[config.mk]
export PLATFORM = sky130hd
export DESIGN_NAME = byte_word_packer
export DESIGN_NICKNAME = d
export VERILOG_FILES = /design/src/rtl/pkt_pkg.sv /design/src/rtl/pkt_lane_asm.sv /design/src/rtl/pkt_out_reg.sv /design/src/rtl/byte_word_packer.sv
export SDC_FILE = /design/constraint.sdc
export NUM_CORES = 1
export LEC_CHECK = 0
export BUFFER_PORTS_ARGS = -buffer_cell sky130_fd_sc_hd__clkbuf_2
export CAP_MARGIN = 0
export CORE_MARGIN = 4
export CORE_UTILIZATION = 30
export CTS_BUF_LIST = sky130_fd_sc_hd__clkbuf_8
export DETAILED_ROUTE_END_ITERATION = 10
export REMOVE_ABC_BUFFERS = 1
export SLEW_MARGIN = 20
export SYNTH_ARGS = -nofsm -noshare
export SYNTH_HDL_FRONTEND = slang
export SYNTH_SLANG_ARGS = --single-unit
[constraint.sdc]
create_clock -name clk -period 3.33 [get_ports clk]
set_clock_uncertainty 0.1 [all_clocks]
set_input_delay 0.4995 -clock clk [delete_from_list [all_inputs] [get_ports clk]]
set_output_delay 0.4995 -clock clk [all_outputs]
set_load 0.05 [all_outputs]
[src/rtl/pkt_pkg.sv]
// Shared constants and helpers for the byte-to-word packer.
// Assumes the lane count is a power of two and at least two.
package pkt_pkg;
    localparam int BYTE_W_DEF   = 8;
    localparam int LANES_DEF    = 4;
    localparam int PAD_LANES_DEF = 2;

    // Bit position of the least significant bit of lane l, where lane 0 is the most significant.
    function automatic int lane_lsb(input int l, input int lanes, input int bw);
        return (lanes - 1 - l) * bw;
    endfunction
endpackage

[src/rtl/pkt_lane_asm.sv]
// Lane assembler: places each accepted byte into its lane of a partial word and
// signals a push when the word is complete or the frame ends.
// Assumes the caller only asserts take when the output slot can load a word.
module pkt_lane_asm #(
    parameter int BYTE_W    = pkt_pkg::BYTE_W_DEF,
    parameter int LANES     = pkt_pkg::LANES_DEF,
    parameter int PAD_LANES = pkt_pkg::PAD_LANES_DEF,
    localparam int WORD_W   = LANES * BYTE_W,
    localparam int LW       = $clog2(LANES)
) (
    input  logic              clk,
    input  logic              rst_n,
    input  logic              pad_en,
    input  logic              take,
    input  logic [BYTE_W-1:0] byte_i,
    input  logic              sof_i,
    input  logic              eof_i,
    output logic              push,
    output logic [WORD_W-1:0] word_o,
    output logic              sop_o,
    output logic              eop_o,
    output logic [LW-1:0]     empty_o
);
    logic [WORD_W-1:0] acc_q;
    logic [LW-1:0]     lane_q;
    logic              first_q;
    logic              in_frame_q;

    logic [LW-1:0]     pos;
    logic [WORD_W-1:0] base;
    logic [WORD_W-1:0] merged;
    logic              live;

    // Lane for this byte: a start byte restarts at lane 0 or after the pad.
    always_comb begin
        pos  = sof_i ? (pad_en ? LW'(PAD_LANES) : '0) : lane_q;
        base = sof_i ? '0 : acc_q;
        live = sof_i | in_frame_q;
    end

    // One lane slot per byte position, filled from the byte or the held partial word.
    for (genvar l = 0; l < LANES; l++) begin : g_lane
        localparam int LSB = pkt_pkg::lane_lsb(l, LANES, BYTE_W);
        assign merged[LSB +: BYTE_W] = (pos == LW'(l)) ? byte_i : base[LSB +: BYTE_W];
    end

    // Word completion and its framing fields.
    always_comb begin
        push    = take & live & ((pos == LW'(LANES - 1)) | eof_i);
        word_o  = merged;
        sop_o   = sof_i | first_q;
        eop_o   = eof_i;
        empty_o = eof_i ? (LW'(LANES - 1) - pos) : '0;
    end

    // Partial word, lane position and frame state.
    always_ff @(posedge clk) begin
        if (!rst_n) begin
            acc_q      <= '0;
            lane_q     <= '0;
            first_q    <= 1'b0;
            in_frame_q <= 1'b0;
        end else if (take && live) begin
            if (push) begin
                acc_q      <= '0;
                lane_q     <= '0;
                first_q    <= 1'b0;
                in_frame_q <= ~eof_i;
            end else begin
                acc_q      <= merged;
                lane_q     <= pos + LW'(1);
                first_q    <= sof_i | first_q;
                in_frame_q <= 1'b1;
            end
        end
    end
endmodule

[src/rtl/pkt_out_reg.sv]
// Output word register with a valid/ready handshake; holds its contents while stalled.
// Assumes load is only asserted when slot_free is high.
module pkt_out_reg #(
    parameter int WORD_W  = 32,
    parameter int EMPTY_W = 2
) (
    input  logic               clk,
    input  logic               rst_n,
    input  logic               load,
    input  logic [WORD_W-1:0]  d_data,
    input  logic               d_sop,
    input  logic               d_eop,
    input  logic [EMPTY_W-1:0] d_empty,
    input  logic               out_ready,
    output logic               out_valid,
    output logic [WORD_W-1:0]  out_data,
    output logic               out_sop,
    output logic               out_eop,
    output logic [EMPTY_W-1:0] out_empty,
    output logic               slot_free
);
    // The slot is free when empty or being drained this cycle.
    assign slot_free = ~out_valid | out_ready;

    // Valid flag: set by a load, cleared by a drain.
    always_ff @(posedge clk) begin
        if (!rst_n)          out_valid <= 1'b0;
        else if (load)       out_valid <= 1'b1;
        else if (out_ready)  out_valid <= 1'b0;
    end

    // Payload: captured only on a load, so it holds under backpressure.
    always_ff @(posedge clk) begin
        if (!rst_n) begin
            out_data  <= '0;
            out_sop   <= 1'b0;
            out_eop   <= 1'b0;
            out_empty <= '0;
        end else if (load) begin
            out_data  <= d_data;
            out_sop   <= d_sop;
            out_eop   <= d_eop;
            out_empty <= d_empty;
        end
    end
endmodule

[src/rtl/byte_word_packer.sv]
// Top: packs a byte stream framed by start/end markers into big-endian words
// with start/end-of-packet and an empty count, with an optional two-byte lead pad.
// Assumes each frame opens with a start byte and closes with an end byte.
module byte_word_packer #(
    parameter int BYTE_W    = pkt_pkg::BYTE_W_DEF,
    parameter int LANES     = pkt_pkg::LANES_DEF,
    parameter int PAD_LANES = pkt_pkg::PAD_LANES_DEF,
    localparam int WORD_W   = LANES * BYTE_W,
    localparam int EMPTY_W  = $clog2(LANES)
) (
    input  logic               clk,
    input  logic               rst_n,
    input  logic               pad_en,
    input  logic               in_valid,
    output logic               in_ready,
    input  logic [BYTE_W-1:0]  in_data,
    input  logic               in_sof,
    input  logic               in_eof,
    output logic               out_valid,
    input  logic               out_ready,
    output logic [WORD_W-1:0]  out_data,
    output logic               out_sop,
    output logic               out_eop,
    output logic [EMPTY_W-1:0] out_empty
);
    logic               slot_free;
    logic               take;
    logic               push;
    logic [WORD_W-1:0]  w_data;
    logic               w_sop;
    logic               w_eop;
    logic [EMPTY_W-1:0] w_empty;

    // Bytes are taken only when a finished word could be loaded right away.
    assign in_ready = slot_free;
    assign take     = in_valid & slot_free;

    pkt_lane_asm #(.BYTE_W(BYTE_W), .LANES(LANES), .PAD_LANES(PAD_LANES)) u_asm (
        .clk     (clk),
        .rst_n   (rst_n),
        .pad_en  (pad_en),
        .take    (take),
        .byte_i  (in_data),
        .sof_i   (in_sof),
        .eof_i   (in_eof),
        .push    (push),
        .word_o  (w_data),
        .sop_o   (w_sop),
        .eop_o   (w_eop),
        .empty_o (w_empty)
    );

    pkt_out_reg #(.WORD_W(WORD_W), .EMPTY_W(EMPTY_W)) u_out (
        .clk       (clk),
        .rst_n     (rst_n),
        .load      (push),
        .d_data    (w_data),
        .d_sop     (w_sop),
        .d_eop     (w_eop),
        .d_empty   (w_empty),
        .out_ready (out_ready),
        .out_valid (out_valid),
        .out_data  (out_data),
        .out_sop   (out_sop),
        .out_eop   (out_eop),
        .out_empty (out_empty),
        .slot_free (slot_free)
    );
endmodule

Word level (Yosys, flattened, before mapping)
Index checks and enable logic that the tools add are counted.

Add/subtract/negate cells: 2. Eq/ne operators: 3. Mux-type cells: 14. Bitwise operators: 9. Reduce and logical (&&, ||, !) cells: 3.

Operators by type and width (number): 32-bit 2-to-1 mux (2); 8-bit 2-to-1 mux (4); 2-bit 2-to-1 mux (4); 2-bit == test, second input constant (2); 1-bit 2-to-1 mux (4); 1-bit OR (4); 1-bit bitwise AND (3); 2-bit by 1-bit adder with 2-bit output, second input constant (1); 2-bit by 1-bit == test with 1-bit output, second input constant (1); 2-bit logical NOT (1); 1-bit inverter (2); 2-bit nonzero test (1); 2-bit subtractor, first input constant (1); 1-bit logical AND (1).

Flip-flop bits (word level): 73. Input bits: 15. Output and inout bits: 38. Logic and storage cells: 40.

Longest topological paths before layout
Gate-level depths: netlist of run 1.

Depth after elaboration: 6. Mapped depth: 10. Mapped depth without buffers: 7.

By module
A second synthesis of run 1 with hierarchy kept.

Cells, all modules: 405. Area total of the unflattened synthesis: 3927.5 um^2.

By module, submodules not included: pkt_lane_asm (instances 1, cells an instance 285, area each 2494.9 um^2); pkt_out_reg (instances 1, cells an instance 119, area each 1426.4 um^2); byte_word_packer (instances 1, cells an instance 1, area each 6.3 um^2).

Worst setup path before layout of run 1
No wires, ideal clock.

Path type: input-to-reg. From: in in_sof. To: reg u_asm.acc_q[22]. Setup time: 0.117 ns. Data arrival time: 1.928 ns. Slack: 1.186 ns. Stages: 8. Path buffers: 3. Path through: buf_4 buf_2 mux2i_1 ha_1 buf_1 o21ai_0 a22oi_2 nor2b_1.

Cells in the longest elaborated chain, start to end: 5. Elaborated cells between the ends (all ways): 11. Those cells by class: eq/ne: 2; mux: 4; bitwise: 4; reduce/logical: 1.

RTL lines: start, declared (RTL line byte_word_packer.sv:17) `input logic in_sof,`; 2-bit 2-to-1 mux (RTL line pkt_lane_asm.sv:36) `pos = sof_i ? (pad_en ? LW'(PAD_LANES) : '0) : lane_q;`; 2-bit == test (RTL line pkt_lane_asm.sv:49) `push = take & live & ((pos == LW'(LANES - 1)) | eof_i);`; 1-bit OR (RTL line pkt_lane_asm.sv:49); 1-bit bitwise AND (RTL line pkt_lane_asm.sv:49); 32-bit 2-to-1 mux (RTL line pkt_lane_asm.sv:64) `if (push) begin`; end signal, assigned (RTL line pkt_lane_asm.sv:70) `acc_q <= merged;`; end, declared (RTL line pkt_lane_asm.sv:24) `logic [WORD_W-1:0] acc_q;`.

Several ways; a longest one is shown, not always the timed one. A chain may end at the register's enable or synchronous reset.

Final worst setup path of run 1
From: reg u_asm.lane_q[1]. To: reg u_out.out_data[31].

Cells in the longest elaborated chain, start to end: 4. Elaborated cells between the ends (all ways): 6. Those cells by class: eq/ne: 1; mux: 2; bitwise: 2; reduce/logical: 1.

RTL lines: start, declared (RTL line pkt_lane_asm.sv:25) `logic [LW-1:0] lane_q;`; start signal, assigned (RTL line pkt_lane_asm.sv:71) `lane_q <= pos + LW'(1);`; 2-bit 2-to-1 mux * (RTL line pkt_lane_asm.sv:36); 2-bit == test (RTL line pkt_lane_asm.sv:49); 1-bit OR (RTL line pkt_lane_asm.sv:49); 1-bit bitwise AND (RTL line pkt_lane_asm.sv:49); end signal, assigned (RTL line pkt_out_reg.sv:40) `out_data <= d_data;`; end, declared (RTL line pkt_out_reg.sv:16) `output logic [WORD_W-1:0] out_data,`.

Mark *: on every way between the ends. The rest lies on a longest branch, timed or not.

==> metrics.csv, run 1 <==
stage;metric;value;unit
setup_path;Worst Setup Path Type;register to register;
worst_hold_path;Hold Path Class;register to register;
detailed_routing;initial drt markers;184;
sta;Fin Setup TNS;0;ns
die;Die Wd;117;um
cells_and_area;Layout Nets;471;
clock_network;Num CTS Buffers;9;
global_routing;grt met2 use;0.246;
detailed_routing;total number of vias;3014;
run_status;status;complete, no violations;
die;die area;0.0137;sq mm
clock_network;CTS Sinks;73;
setup_path;arrival time worst endpoint;2.19;ns
clock_network;hold buffers post-CTS;0;
placed_design;DP Wirelength;6.11;mm
global_routing;total track usage;0.140;
global_routing;vias in the first global route;2977;
cells_and_area;Non-Filler Instances;602;
detailed_routing;vias per inst;5.01;
logic_synthesis;register area share after synthesis;0.409;
clock_network;CTS tree;done;
detailed_routing;routed wire length;9.30;mm
global_routing;first-pass GRT wire length;15.0;mm
sta;final setup vio count;0;
global_routing;grt met3 use;0.0344;
sta;max-slew violations;0;
logic_synthesis;count of yosys warnings during synthesis;0;
die;I/O pins;53;
detailed_routing;per-cell routed wire length;15.5;um
clock_network;CTS Buffer Depth;2;
logic_synthesis;Synth Instances;413;
sta;fin crit period;2.01;ns
setup_path;CP Max Fanout;33;
die;DIE HEIGHT;117;um
clock_network;worst skew pair latency;0.35;ns
setup_path;worst endpoint required time;3.51;ns
cells_and_area;Antenna Cells;0;
detailed_routing;Post-route DRC;0;
cells_and_area;share of cells above drive strength 1;0.259;
clock_network;Reg clk slew, reported paths;0.08;ns
sta;worst rel slew slack;0.469;
global_routing;GR peak layer;met2;
setup_path;CP endpoint kind;register;
flow_run;# Max-Cap Violations;0;
pwr;Worst VDD drop;318;uV
placed_design;placed cell count;586;
clock_network;H-tree depth;3;
sta;RSZ-0062 raised after global routing;false;
cells_and_area;commonest cells after routing, fill and taps aside;nand2_1, dfxtp_1, clkbuf_2, o21ai_0, nand2b_1;
pwr;pwr dens;465;mW/mm^2
clock_network;Clk Tree Root Cell;clkbuf_8;
sta;period utilization;0.602;
global_routing;initial antenna violation count;0;
cells_and_area;area grow syn2layout;16.0;%
placed_design;port buffer count;52;
setup_path;Critical Path Most Common Cell;buf_4;
die;Row Count;39;
setup_path;CP delay by family, top;buffers and inverters;
pwr;Lkg Pwr;0.00147;uW
cells_and_area;commonest non-fill, non-tap cell in the layout;nand2_1;
detailed_routing;router iterations before antenna repair;6;
clock_network;setup repair bufs after CTS;0;
logic_synthesis;Synth Area per Inst;8.66;sq um
sta;fmax;498;MHz
setup_path;Worst Setup Start Kind;register;
clock_network;cts repair resizes;0;
setup_path;Buf/Inv on CP;2;
setup_path;Critical Path Max Stage Delay;0.38;ns
logic_synthesis;post-synthesis cell area;0.00358;sq mm
global_routing;met1 Use GR;0.172;
die;Initial Util;0.309;
setup_path;Max stage delay cell, worst path;buf_4;
sta;Least-Margin Pin Slew;0.793;ns
logic_synthesis;Synth cell types;43;
die;core outline area;0.0116;sq mm
sta;final hold violations;0;
global_routing;Overflow after GRT;0;
detailed_routing;ANT nets after route;0;
cells_and_area;fin util;0.359;
global_routing;largest net degree at the start of global routing;44;
setup_path;critical path cell sequence;buf_4 -> nand3b_4 -> a211oi_4 -> buf_4 -> o21ai_0 -> a21boi_0;
cells_and_area;# fillers;1160;
logic_synthesis;Synth Register Bits;73;
placed_design;RD Place Congestion;0.739;
==> cell families after synthesis <==
kind of cell,synth area share
AO/OA/AOI/OAI,0.252
adder cells (fa/ha/maj),0.00700
buffers and inverters,0.0500
flip-flops,0.409
multiplexers,0.0154
AND/OR/NAND/NOR,0.267
==> metal layers <==
metal,up-vias,wire length [um],share of wire
met5,-,0,0
met4,0,69,0.0074
met3,6,455,0.049
met2,61,4620,0.50
met1,1443,4160,0.45
li1,1504,-,-
==> Yosys cell counts <==
| library cell | instances | area (sq um) |
|---|---|---|
| a21boi_1 | 22 | 165 |
| a22oi_1 | 17 | 128 |
| mux2i_1 | 1 | 10.0 |
| nand3b_4 | 1 | 20.0 |
| clkbuf_2 | 1 | 5.00 |
| clkbuf_1 | 8 | 30.0 |
| nor3_1 | 1 | 5.00 |
| nor3b_1 | 1 | 7.51 |
| o221ai_1 | 1 | 8.76 |
| o21a_1 | 1 | 7.51 |
| ha_1 | 2 | 25.0 |
| nand2b_1 | 25 | 156 |
| a32oi_1 | 1 | 8.76 |
| nor2b_1 | 21 | 131 |
| mux2_2 | 4 | 45.0 |
| nor4_4 | 1 | 21.3 |
| buf_1 | 3 | 11.3 |
| nand2_1 | 78 | 293 |
| and2_1 | 1 | 6.26 |
| a21oi_1 | 12 | 60.1 |
| nand4_1 | 1 | 6.26 |
| a22oi_2 | 2 | 25.0 |
| inv_1 | 4 | 15.0 |
| and2b_4 | 1 | 10.0 |
| buf_4 | 4 | 30.0 |
| buf_6 | 2 | 22.5 |
| nand3b_1 | 8 | 60.1 |
| nand2_2 | 2 | 12.5 |
| nor4b_2 | 8 | 120 |
| o2bb2ai_1 | 1 | 8.76 |
| dfxtp_1 | 73 | 1460 |
| and3b_1 | 1 | 8.76 |
| a21boi_0 | 7 | 52.6 |
| o21ai_0 | 36 | 180 |
| o21ai_1 | 3 | 15.0 |
| a211oi_4 | 1 | 20.0 |
| a21bo_2 | 4 | 40.0 |
| nand3_1 | 11 | 55.1 |
| nor2_1 | 11 | 41.3 |
| o21ai_2 | 9 | 78.8 |
| buf_2 | 13 | 65.1 |
| o211ai_2 | 1 | 12.5 |
| a21boi_2 | 8 | 90.1 |
==> registers in the layout, summed over array words and instances, names as in the netlist <==
name	cells
u_asm.acc_q	32
u_asm.first_q	1
u_asm.in_frame_q	1
u_asm.lane_q	2
u_out.out_data	32
u_out.out_empty	2
u_out.out_eop	1
u_out.out_sop	1
u_out.out_valid	1
==> through the flow <==
step / hold WS (ns) / setup slack (ns) / total power [uW] / cell area, sq um
after global routing: 0.374 / 1.12 / 2020 / 4150
final: 0.355 / 1.32 / 1930 / 4150
after detailed placement: 0.348 / 0.959 / 1160 / 3920
after CTS: 0.359 / 1.31 / 1950 / 4150
after global placement: 0.345 / 1.03 / 1150 / 3920
after floorplan: 0.338 / 1.14 / 1070 / 3410
==> cell type report <==
class                      instances  area [sq um]  area share
sequential                        73          1460       0.352
inverter                           4          15.0     0.00362
clock buffer                      11           151      0.0365
tap                              143           179      0.0431
timing repair buffer              61           328      0.0790
multi-input combinational        305          1940       0.467
clock inverter                     5          77.6      0.0187
==> power by group <==
| part | total [uW] | internal [uW] | switching [uW] |
|---|---|---|---|
| logic | 233 | 69.8 | 163 |
| registers | 901 | 891 | 10.6 |
| clock network | 794 | 460 | 333 |
==> path summary, 6_finish.rpt <==
path         cells past startpoint  slack, ns                              end                            start
max                              6       1.32  u_out.out_data[31]$_SDFFE_PN0P_     u_asm.lane_q[1]$_SDFFE_PN0P_
min                              2       0.35  u_out.out_data[16]$_SDFFE_PN0P_  u_out.out_data[16]$_SDFFE_PN0P_
max reg2reg                      6       1.32  u_out.out_data[31]$_SDFFE_PN0P_     u_asm.lane_q[1]$_SDFFE_PN0P_
min reg2reg                      2       0.35  u_out.out_data[16]$_SDFFE_PN0P_  u_out.out_data[16]$_SDFFE_PN0P_
==> tightest hold or removal path: stages, from the launching register on <==
cell and delay (ns):
dfxtp_1 0.32, nand2_1 0.05, a21boi_1 0.05
Power figures use the tool's default switching activity.
==> run 2, diff against run 1 <==
clock period = 1.8 ns   (was 3.33 ns; I/O delays follow)
==> run 2 against run 1 <==
  * Sequential cell count unchanged
  * Die area unchanged
  * Setup slack worse by 1.2 ns
  * Final area up 4.4%
  * Combinational power up 100%
  * Via count up 2.0%
  * Clock power up 86%
  * Register-to-register slack worse by 1.2 ns
  * Largest power group unchanged
==> metrics.csv, run 2 (synthesis gave the netlist of run 1 again) <==
stage;metric;value;unit;change
placed_design;RD Place Congestion;0.743;;was 0.739
sta;Least-Margin Pin Slew;0.456;ns;was 0.793 ns
detailed_routing;per-cell routed wire length;15.2;um;was 15.5 um
cells_and_area;area grow syn2layout;21.1;%;was 16.0%
cells_and_area;commonest non-fill, non-tap cell in the layout;nand2_1;;unchanged
detailed_routing;routed wire length;9.33;mm;was 9.30 mm
run_status;status;complete, no violations;;unchanged
pwr;Logic pwr share;0.131;;was 0.121
placed_design;DP Wirelength;6.22;mm;was 6.11 mm
cells_and_area;Layout Nets;483;;was 471
detailed_routing;vias per inst;5.00;;was 5.01
sta;fmax;587;MHz;
clock_network;CTS Buffer Depth;2;;unchanged
die;Die Wd;117;um;unchanged
sta;final setup vio count;0;;unchanged
setup_path;Worst Setup SP;u_out.out_valid$_SDFFE_PN0P_;;was u_asm.lane_q[1]$_SDFFE_PN0P_
setup_path;worst endpoint required time;1.43;ns;was 3.51 ns
setup_path;Buf/Inv on CP;2;;unchanged
die;core outline area;0.0116;sq mm;unchanged
global_routing;largest net degree at the start of global routing;43;;was 44
die;Initial Util;0.309;;unchanged
global_routing;initial antenna violation count;0;;unchanged
clock_network;Clk Tree Root Cell;clkbuf_8;;unchanged
sta;RSZ-0062 raised after global routing;false;;unchanged
sta;period utilization;0.947;;
worst_hold_path;Hold Path Class;input pin to register;;was register to register
setup_path;reg-to-reg slack, setup;0.11;ns;was 1.32 ns
clock_network;hold buffers post-CTS;0;;unchanged
pwr;Seq pwr share;0.461;;was 0.468
clock_network;Num CTS Buffers;9;;unchanged
sta;final hold violations;0;;unchanged
pwr;Worst VDD drop;355;uV;was 318 uV
pwr;Switching Power;955;uW;was 507 uW
cells_and_area;# fillers;1170;;was 1,160
setup_path;critical path cell sequence;and2b_4 -> inv_1 -> clkbuf_2;;was buf_4 -> nand3b_4 -> a211oi_4 -> buf_4 -> o21ai_0 -> a21boi_0
pwr;Lkg Pwr;0.00156;uW;was 0.00147 uW
setup_path;worst reg2reg endpoint;u_out.out_data[31]$_SDFFE_PN0P_;;unchanged
sta;max-slew violations;0;;unchanged
setup_path;CP endpoint kind;output pin;;was register
cells_and_area;share of cells above drive strength 1;0.282;;was 0.259
detailed_routing;ANT nets after route;0;;unchanged
global_routing;total track usage;0.141;;was 0.140
die;Row Count;39;;unchanged
clock_network;CTS tree;done;;unchanged
die;I/O pins;53;;unchanged
cells_and_area;commonest cells after routing, fill and taps aside;nand2_1, dfxtp_1, clkbuf_2, o21ai_0, nand2b_1;;unchanged
die;die area;0.0137;sq mm;unchanged
detailed_routing;initial drt markers;135;;was 184
setup_path;Critical Path Max Stage Delay;0.32;ns;was 0.38 ns
placed_design;placed cell count;598;;was 586
setup_path;cells on worst reg2reg path;6;;unchanged
clock_network;Reg clk slew, reported paths;0.08;ns;about the same
pwr;pwr dens;836;mW/mm^2;was 465 mW/mm^2
die;DIE HEIGHT;117;um;unchanged
pwr;Clk pwr share;0.408;;was 0.412
sta;fin crit period;1.70;ns;
global_routing;vias in the first global route;2971;;was 2,977
pwr;cell-internal power;2660;uW;was 1420 uW
cells_and_area;area of the multi-input gates;0.00194;sq mm;about the same
detailed_routing;total number of vias;3073;;was 3,014
global_routing;Overflow after GRT;0;;unchanged
clock_network;setup repair bufs after CTS;0;;unchanged
sta;worst rel slew slack;0.695;;was 0.469
clock_network;cts repair resizes;0;;unchanged
cells_and_area;FF/Latch Area;0.00146;sq mm;about the same
placed_design;dpl cell area;0.00410;sq mm;was 0.00392 sq mm
setup_path;Max stage delay cell, worst path;dfxtp_1;;was buf_4
cells_and_area;Antenna Cells;0;;unchanged
global_routing;first-pass GRT wire length;15.3;mm;was 15.0 mm
clock_network;CTS Sinks;73;;unchanged
clock_network;worst skew pair latency;0.34;ns;was 0.35 ns
cells_and_area;Finished Cell Area;0.00433;sq mm;was 0.00415 sq mm
clock_network;H-tree depth;3;;unchanged
placed_design;port buffer count;52;;unchanged
setup_path;worst reg2reg path startpoint;u_asm.lane_q[1]$_SDFFE_PN0P_;;unchanged
cells_and_area;Non-Filler Instances;614;;was 602
setup_path;Worst Setup Path Type;register to output pin;;was register to register
cells_and_area;Top Registers;u_asm.acc_q x32, u_out.out_data x32;;unchanged
setup_path;Levels on crit path;3;;was 6
detailed_routing;Post-route DRC;0;;unchanged
setup_path;crit path to;in_ready;;was u_out.out_data[31]$_SDFFE_PN0P_
setup_path;CP delay by family, top;buffers and inverters;;unchanged
setup_path;arrival time worst endpoint;1.33;ns;was 2.19 ns
setup_path;CP Max Fanout;5;;was 33
pwr;switching share of power;0.264;;was 0.263
flow_run;# Max-Cap Violations;0;;unchanged
detailed_routing;router iterations before antenna repair;4;;was 6
setup_path;Worst Setup Start Kind;register;;unchanged
## run 2: worst min path at each step
stage	start	end	slack [ns]	cells after the start
after floorplan	rst_n	u_asm.lane_q[1]$_SDFFE_PN0P_	0.29	1
after global placement	u_out.out_data[11]$_SDFFE_PN0P_	u_out.out_data[11]$_SDFFE_PN0P_	0.34	2
after detailed placement	u_out.out_data[22]$_SDFFE_PN0P_	u_out.out_data[22]$_SDFFE_PN0P_	0.35	2
after CTS	in_eof	u_out.out_empty[0]$_SDFFE_PN0P_	0.21	3
after global routing	in_eof	u_out.out_empty[0]$_SDFFE_PN0P_	0.28	3
final	in_eof	u_out.out_empty[0]$_SDFFE_PN0P_	0.22	3
## run 2: power by group through the flow
stage	clock network [uW]	registers (uW)	logic [uW]
6_report	1480	1670	473
5_1_grt	1590	1670	513
4_1_cts	1520	1670	476
3_5_place_dp	0	1710	474
3_3_place_gp	0	1710	468
2_1_floorplan	0	1790	185
## run 2: through the flow
stage | setup slack, ns | utilization | hold slack (ns) | setup TNS [ns] | power [uW]
3_3_place_gp | 0.00264 | 0.354 | 0.345 | 0 | 2170
4_1_cts | 0.00509 | 0.374 | 0.210 | 0 | 3660
6_report | 0.0953 | 0.374 | 0.217 | 0 | 3620
2_1_floorplan | -0.392 | - | 0.292 | -23.50 | 1970
5_1_grt | 0.00000977 | 0.374 | 0.277 | 0 | 3780
3_5_place_dp | -0.0511 | 0.354 | 0.347 | -0.177 | 2180
## run 2: layer usage
layer,global-route usage,vias to the layer above,part of all wire
met5,0,-,0
met4,0.0352,0,0.011
met1,0.180,1484,0.47
met2,0.235,53,0.48
li1,-,1526,-
met3,0.0422,10,0.040
## run 2: worst register-to-register path: stages (launching register included)
cell	delay, ns
dfxtp_1	0.38
buf_12	0.19
nand3b_4	0.11
a211oi_4	0.27
buf_12	0.23
o21ai_0	0.15
a21boi_0	0.18
## run 2: cell type report
class | count | area share
flip-flops and latches | 73 | 0.338
clock inverters | 5 | 0.0179
well taps | 143 | 0.0413
clock buffers | 11 | 0.0350
inverters | 4 | 0.00347
multi-input cells | 305 | 0.448
repair buffers | 73 | 0.117
